==> src/rtl/oc_sup_pkg.sv <==
package oc_sup_pkg;
  localparam int GATE_N = 6;
  typedef logic [GATE_N-1:0] gate_vec_t;
endpackage

==> src/rtl/oc_glitch_filter.sv <==
module oc_glitch_filter #(
  parameter int   FILT    = 21,
  parameter logic RST_VAL = 1'b0
) (
  input  logic clk,
  input  logic rst,
  input  logic din,
  output logic dout
);
  localparam int CW = (FILT < 2) ? 1 : $clog2(FILT + 1);
  localparam logic [CW-1:0] LAST = CW'(FILT - 1);

  logic [CW-1:0] cnt;

  always_ff @(posedge clk) begin
    if (rst) begin
      dout <= RST_VAL;
      cnt  <= '0;
    end else if (din == dout) begin
      cnt <= '0;
    end else if (cnt == LAST) begin
      dout <= din;
      cnt  <= '0;
    end else begin
      cnt <= cnt + 1'b1;
    end
  end

  AST_FILT_FOLLOWS_INPUT: assert property (@(posedge clk) disable iff (rst)
    (dout != $past(dout)) |-> ($past(din) == dout));
endmodule

==> src/rtl/oc_fault_latch.sv <==
module oc_fault_latch #(
  parameter int DLY_W = 24
) (
  input  logic             clk,
  input  logic             rst,
  input  logic             trip,
  input  logic [DLY_W-1:0] clear_dly,
  output logic             latched
);
  logic [DLY_W-1:0] timer;

  always_ff @(posedge clk) begin
    if (rst) begin
      latched <= 1'b1;
      timer   <= '0;
    end else if (trip) begin
      latched <= 1'b1;
      timer   <= '0;
    end else if (latched) begin
      if (timer >= clear_dly) latched <= 1'b0;
      else                    timer   <= timer + 1'b1;
    end
  end

  AST_TRIP_SETS_AND_ZEROES: assert property (@(posedge clk) disable iff (rst)
    trip |=> (latched && timer == '0));

  AST_HOLD_UNTIL_DELAY: assert property (@(posedge clk) disable iff (rst)
    (latched && timer < clear_dly && $stable(clear_dly)) |=> latched);
endmodule

==> src/rtl/oc_uv_state.sv <==
module oc_uv_state (
  input  logic clk,
  input  logic rst,
  input  logic below_fall,
  input  logic above_rise,
  output logic uv
);
  always_ff @(posedge clk) begin
    if (rst)             uv <= 1'b1;
    else if (below_fall) uv <= 1'b1;
    else if (above_rise) uv <= 1'b0;
  end

  AST_UV_HYST_HOLD: assert property (@(posedge clk) disable iff (rst)
    (!below_fall && !above_rise) |=> $stable(uv));
endmodule

==> src/rtl/oc_fault_supervisor.sv <==
module oc_fault_supervisor
  import oc_sup_pkg::*;
#(
  parameter int OC_FILT = 21,
  parameter int EN_FILT = 49,
  parameter int DLY_W   = 24
) (
  input  logic             clk,
  input  logic             rst,
  input  logic             oc_flag,
  input  logic             vcc_below_fall,
  input  logic             vcc_above_rise,
  input  logic             enable_in,
  input  logic [DLY_W-1:0] clear_delay,
  input  logic [5:0]       gate_cmd,
  output logic [5:0]       gate_out,
  output logic             shutdown,
  output logic             fault_n
);
  logic oc_q, en_q, oc_latched, uv_q;
  logic fault_any, kill_any;

  oc_glitch_filter #(.FILT(OC_FILT), .RST_VAL(1'b0)) u_oc_filt (
    .clk(clk), .rst(rst), .din(oc_flag), .dout(oc_q));

  oc_glitch_filter #(.FILT(EN_FILT), .RST_VAL(1'b0)) u_en_filt (
    .clk(clk), .rst(rst), .din(enable_in), .dout(en_q));

  oc_fault_latch #(.DLY_W(DLY_W)) u_latch (
    .clk(clk), .rst(rst), .trip(oc_q), .clear_dly(clear_delay),
    .latched(oc_latched));

  oc_uv_state u_uv (
    .clk(clk), .rst(rst), .below_fall(vcc_below_fall),
    .above_rise(vcc_above_rise), .uv(uv_q));

  assign fault_any = oc_q | oc_latched | uv_q;
  assign kill_any  = fault_any | ~en_q;

  always_ff @(posedge clk) begin
    if (rst) begin
      fault_n  <= 1'b0;
      shutdown <= 1'b1;
    end else begin
      fault_n  <= ~fault_any;
      shutdown <= kill_any;
    end
  end

  for (genvar g = 0; g < GATE_N; g++) begin : g_leg
    always_ff @(posedge clk) begin
      if (rst) gate_out[g] <= 1'b0;
      else     gate_out[g] <= gate_cmd[g] & ~kill_any;
    end
  end

  AST_FAULT_IMPLIES_SHUT: assert property (@(posedge clk) disable iff (rst)
    !fault_n |-> shutdown);

  AST_SHUT_GATES_ZERO: assert property (@(posedge clk) disable iff (rst)
    shutdown |-> (gate_out == '0));

  AST_TRIP_ASSERTS_FAULT: assert property (@(posedge clk) disable iff (rst)
    oc_q |=> !fault_n);
endmodule

==> config.mk <==
export PLATFORM = sky130hd
export DESIGN_NAME = oc_fault_supervisor
export DESIGN_NICKNAME = d
export VERILOG_FILES = /design/src/rtl/oc_sup_pkg.sv /design/src/rtl/oc_glitch_filter.sv /design/src/rtl/oc_fault_latch.sv /design/src/rtl/oc_uv_state.sv /design/src/rtl/oc_fault_supervisor.sv
export SDC_FILE = /design/constraint.sdc
export NUM_CORES = 1
export LEC_CHECK = 0
export BUFFER_PORTS_ARGS = -buffer_cell sky130_fd_sc_hd__buf_4
export CAP_MARGIN = 20
export CORE_ASPECT_RATIO = 1.25
export CORE_UTILIZATION = 40
export DETAILED_ROUTE_END_ITERATION = 12
export HOLD_SLACK_MARGIN = 0.15
export PLACE_DENSITY = 0.66
export SYNTH_ARGS = -nofsm -noshare
export SYNTH_HDL_FRONTEND = slang
export SYNTH_SLANG_ARGS = --single-unit
==> constraint.sdc <==
create_clock -name clk -period 2.5 [get_ports clk]
set_input_delay 0.5 -clock clk [delete_from_list [all_inputs] [get_ports clk]]
set_output_delay 0.5 -clock clk [all_outputs]
set_load 0.02 [all_outputs]
==> impl_metrics.py <==
metrics = {
    "logic_synthesis": {
        "synth_area_per_cell_um2": 8.54,
        "synth_nets": 369,
        "synthCells": 304,
        "yosysWarnings": 0,
        "synth.distinct_cells": 41,
        "netlist_area_um2": 2590,
        "ys_seq_area_share_pct": 36.3,
        "synthDominantCellAreaShare_pct": 36.3,
        "yosys-top-cells-area": "dfxtp_1, ha_1, a21oi_1",
        "yosys_register_bits": 47,
        "synth.largest_area_cell": "dfxtp_1",
    },
    "global_routing": {
        "grt_usage_pct": 16.5,
        "grt-ovfl-total": 0,
        "grt_max_degree": 24,
        "first_global_vias": 2118,
        "grt_pass1_wl_mm": 8.87,
        "antenna_found_initial": 0,
    },
    "floorplanning": {
        "ios": 44,
        "die_area_um2": 6820,
        "core_area_um2": 6210,
        "initial_core_util_pct": 41.8,
        "dieWidth_um": 74.0,
        "row_count": 32,
        "die_h_um": 92.1,
    },
    "worst_setup_path": {
        "arrival_ps": 2670,
        "cp-end-kind": "flop",
        "reg2reg_from": "u_latch.timer[0]",
        "crit_fanout": 8,
        "critPathKind": "reg2reg",
        "start_kind": "flop",
        "crit_path_start": "u_latch.timer[0]",
        "required_ps": 2730,
    },
    "sta": {
        "fin_ws_ps": 55.2,
        "timing.fmax_mhz": 409,
        "fin_crit_sh_pct": 97.8,
        "finalHoldViolCount": 0,
        "rsz0062_at_grt": "yes",
        "setup_viol": 0,
        "slew_headroom_pct": 58.9,
        "setup_tns_ps": 0,
        "min_period_ps": 2440,
        "finalMaxSlewViolations": 0,
        "tightest_slew_ps": 612,
        "fin_skew_ps": 5.62,
    },
    "final_layout": {
        "fillers": 593,
        "fin_cells": 450,
        "drive_above_1_share_pct": 26.0,
        "antenna_cells": 0,
        "nNetsFinal": 429,
        "area_delta_synth_final_pct": 30.7,
        "utilization_pct": 54.6,
    },
    "clocking": {
        "root_buffer": "clkbuf_8",
        "cts_tree": "built",
        "clk_latency_ps": 290,
        "cts_sinks": 47,
        "cts_buffers": 5,
        "clockBufferDepth": 2,
        "cts.clk_slew.worst_paths_ps": 80,
        "cts_max_level": 2,
    },
    "route": {
        "viasPerCell": 5.14,
        "routedWlPerCell_um": 12.0,
        "wirelength_mm": 5.40,
        "vias": 2314,
        "drtIter0Drc": 71,
        "first_pass_iters": 4,
        "drcViolationCount": 0,
        "postRouteAntennaNets": 0,
    },
    "pwr": {
        "power_density_nw_per_um2": 432,
        "p_int_w": 0.00115,
        "leakagePower_nw": 1.50,
        "power_frac_seq_pct": 52.2,
        "clock_power_share_pct": 38.9,
        "switchingPower_w": 0.000308,
        "switching_share_pct": 21.1,
        "p_comb_share_pct": 8.9,
        "ir_drop_mv": 0.373,
    },
    "place": {
        "post-place-ws_ps": -341,
        "gp_congestion": 0.729,
        "dp_hpwl_mm": 3.84,
        "port_buffers": 43,
        "post-place-cells": 438,
    },
    "flow_run": {
        "max_cap_viol_count": 0,
    },
    "min_path": {
        "min_from": "vcc_above_rise",
        "hp-class": "in2reg",
    },
    "run_status": {
        "status": "finished, final reports clean",
    },
}
-- state kept, by name (all words and copies together), names as in the netlist --
register / flops
fault_n: 1
gate_out: 6
shutdown: 1
u_en_filt.cnt: 6
u_en_filt.dout: 1
u_latch.latched: 1
u_latch.timer: 24
u_oc_filt.cnt: 5
u_oc_filt.dout: 1
u_uv.uv: 1
-- area by class of cell --
cell class	count	area [µm²]	area share, %
timing repair buffer	62	533	15.7
sequential	47	947	27.9
clock buffer	6	82.6	2.44
multi-input combinational	212	1550	45.8
tap	85	106	3.14
inverter	36	135	3.99
clock inverter	2	35.0	1.03
-- repair_timing --
item | in CTS | in global routing
hold buffers | 0 | 0
endpoints found under the setup margin | 11 | 12
resized for setup | 3 | 17
pin swaps | 1 | 19
buffers inserted | 0 | 1
cloned | 1 | 2
-- final timing paths --
| path | endpoint | slack [ps] | cells past startpoint |
|---|---|---|---|
| max | u_latch.timer[17] | 60 | 9 |
| min reg2reg | u_oc_filt.cnt[0] | 470 | 1 |
| max reg2reg | u_latch.timer[17] | 60 | 9 |
| min | u_uv.uv | 380 | 2 |
-- cells by family after synthesis --
group	Yosys count	share of synthesized area, %
AOI/OAI and AO/OA	64	15.3
xor gates and xnor gates	10	3.37
adders and majority gates	29	14.0
buffers and inverters	45	7.38
DFF	47	36.3
muxes	3	1.16
and+or+nand+nor	106	22.5
-- Yosys cell counts --
| master | count |
|---|---|
| a21o_1 | 2 |
| buf_6 | 2 |
| nand4_1 | 8 |
| nor4_1 | 2 |
| nand2b_4 | 1 |
| and4b_1 | 1 |
| o21ai_0 | 16 |
| o31ai_1 | 10 |
| and3_1 | 11 |
| a22oi_1 | 1 |
| o31a_1 | 1 |
| xor2_1 | 4 |
| a21o_2 | 1 |
| nor2_1 | 21 |
| and4_1 | 1 |
| or2_2 | 2 |
| nand3_1 | 13 |
| nor4bb_1 | 1 |
| nor2b_1 | 1 |
| ha_1 | 29 |
| nand2_1 | 16 |
| o21a_1 | 1 |
| xnor2_1 | 6 |
| inv_1 | 36 |
| a211oi_4 | 1 |
| dfxtp_1 | 47 |
| o211ai_2 | 1 |
| or3_1 | 12 |
| or4_1 | 10 |
| a2111o_1 | 1 |
| mux2i_1 | 3 |
| a221o_1 | 1 |
| and2_1 | 1 |
| and2_2 | 1 |
| a21oi_1 | 27 |
| buf_2 | 3 |
| clkbuf_1 | 3 |
| or2b_2 | 1 |
| a31oi_1 | 1 |
| nor3_1 | 3 |
| buf_4 | 1 |
-- cell usage in the layout (no fill, tap or decap), types with 2 or more instances in the layout --
cell type,instances
a21o_1,2
a21oi_1,24
a21oi_2,3
and3_1,11
buf_4,58
clkbuf_16,2
clkbuf_8,6
dfxtp_1,42
dfxtp_2,5
ha_1,26
ha_4,3
inv_1,35
mux2i_1,3
nand2_1,16
nand3_1,13
nand4_1,8
nor2_1,21
nor3_1,3
nor4_1,2
o21ai_0,16
o31ai_1,10
or2_2,2
or3_1,12
or4_1,7
or4_4,3
xnor2_1,6
xor2_1,4
-- worst max-delay path, cell delays in order (launching register included) --
cell	delay, ps
dfxtp_2	330
inv_2	70
ha_4	190
nand2b_4	130
a2111o_1	410
a31oi_4	240
o211ai_4	180
clkbuf_16	210
or4_1	490
a21oi_1	140
-- per-layer routing --
metal | vias to the layer above | share of wire, % | global-route usage (%)
met5 | - | 0 | 0
met4 | 0 | 0.94 | 3.85
met3 | 5 | 3.5 | 3.63
met2 | 39 | 51 | 28.8
met1 | 1074 | 45 | 20.0
li1 | 1196 | - | -
-- power groups by stage --
stage / combinational (W) / sequential [W] / clock [W]
finish: 0.000131 / 0.000764 / 0.000569
floorplan: 0.0000607 / 0.000780 / 0
CTS: 0.000128 / 0.000764 / 0.000587
global route: 0.000148 / 0.000766 / 0.000617
detailed placement: 0.000124 / 0.000781 / 0
global placement: 0.000120 / 0.000781 / 0
-- stage by stage --
step	instance area, µm²	hold slack, ps	power [W]
after floorplan	2590	430	0.000840
after global placement	3090	447	0.000901
after detailed placement	3090	454	0.000905
after CTS	3270	367	0.00148
after global routing	3390	380	0.00153
final	3390	377	0.00146
No activity file was read; power rests on OpenSTA's default activity.
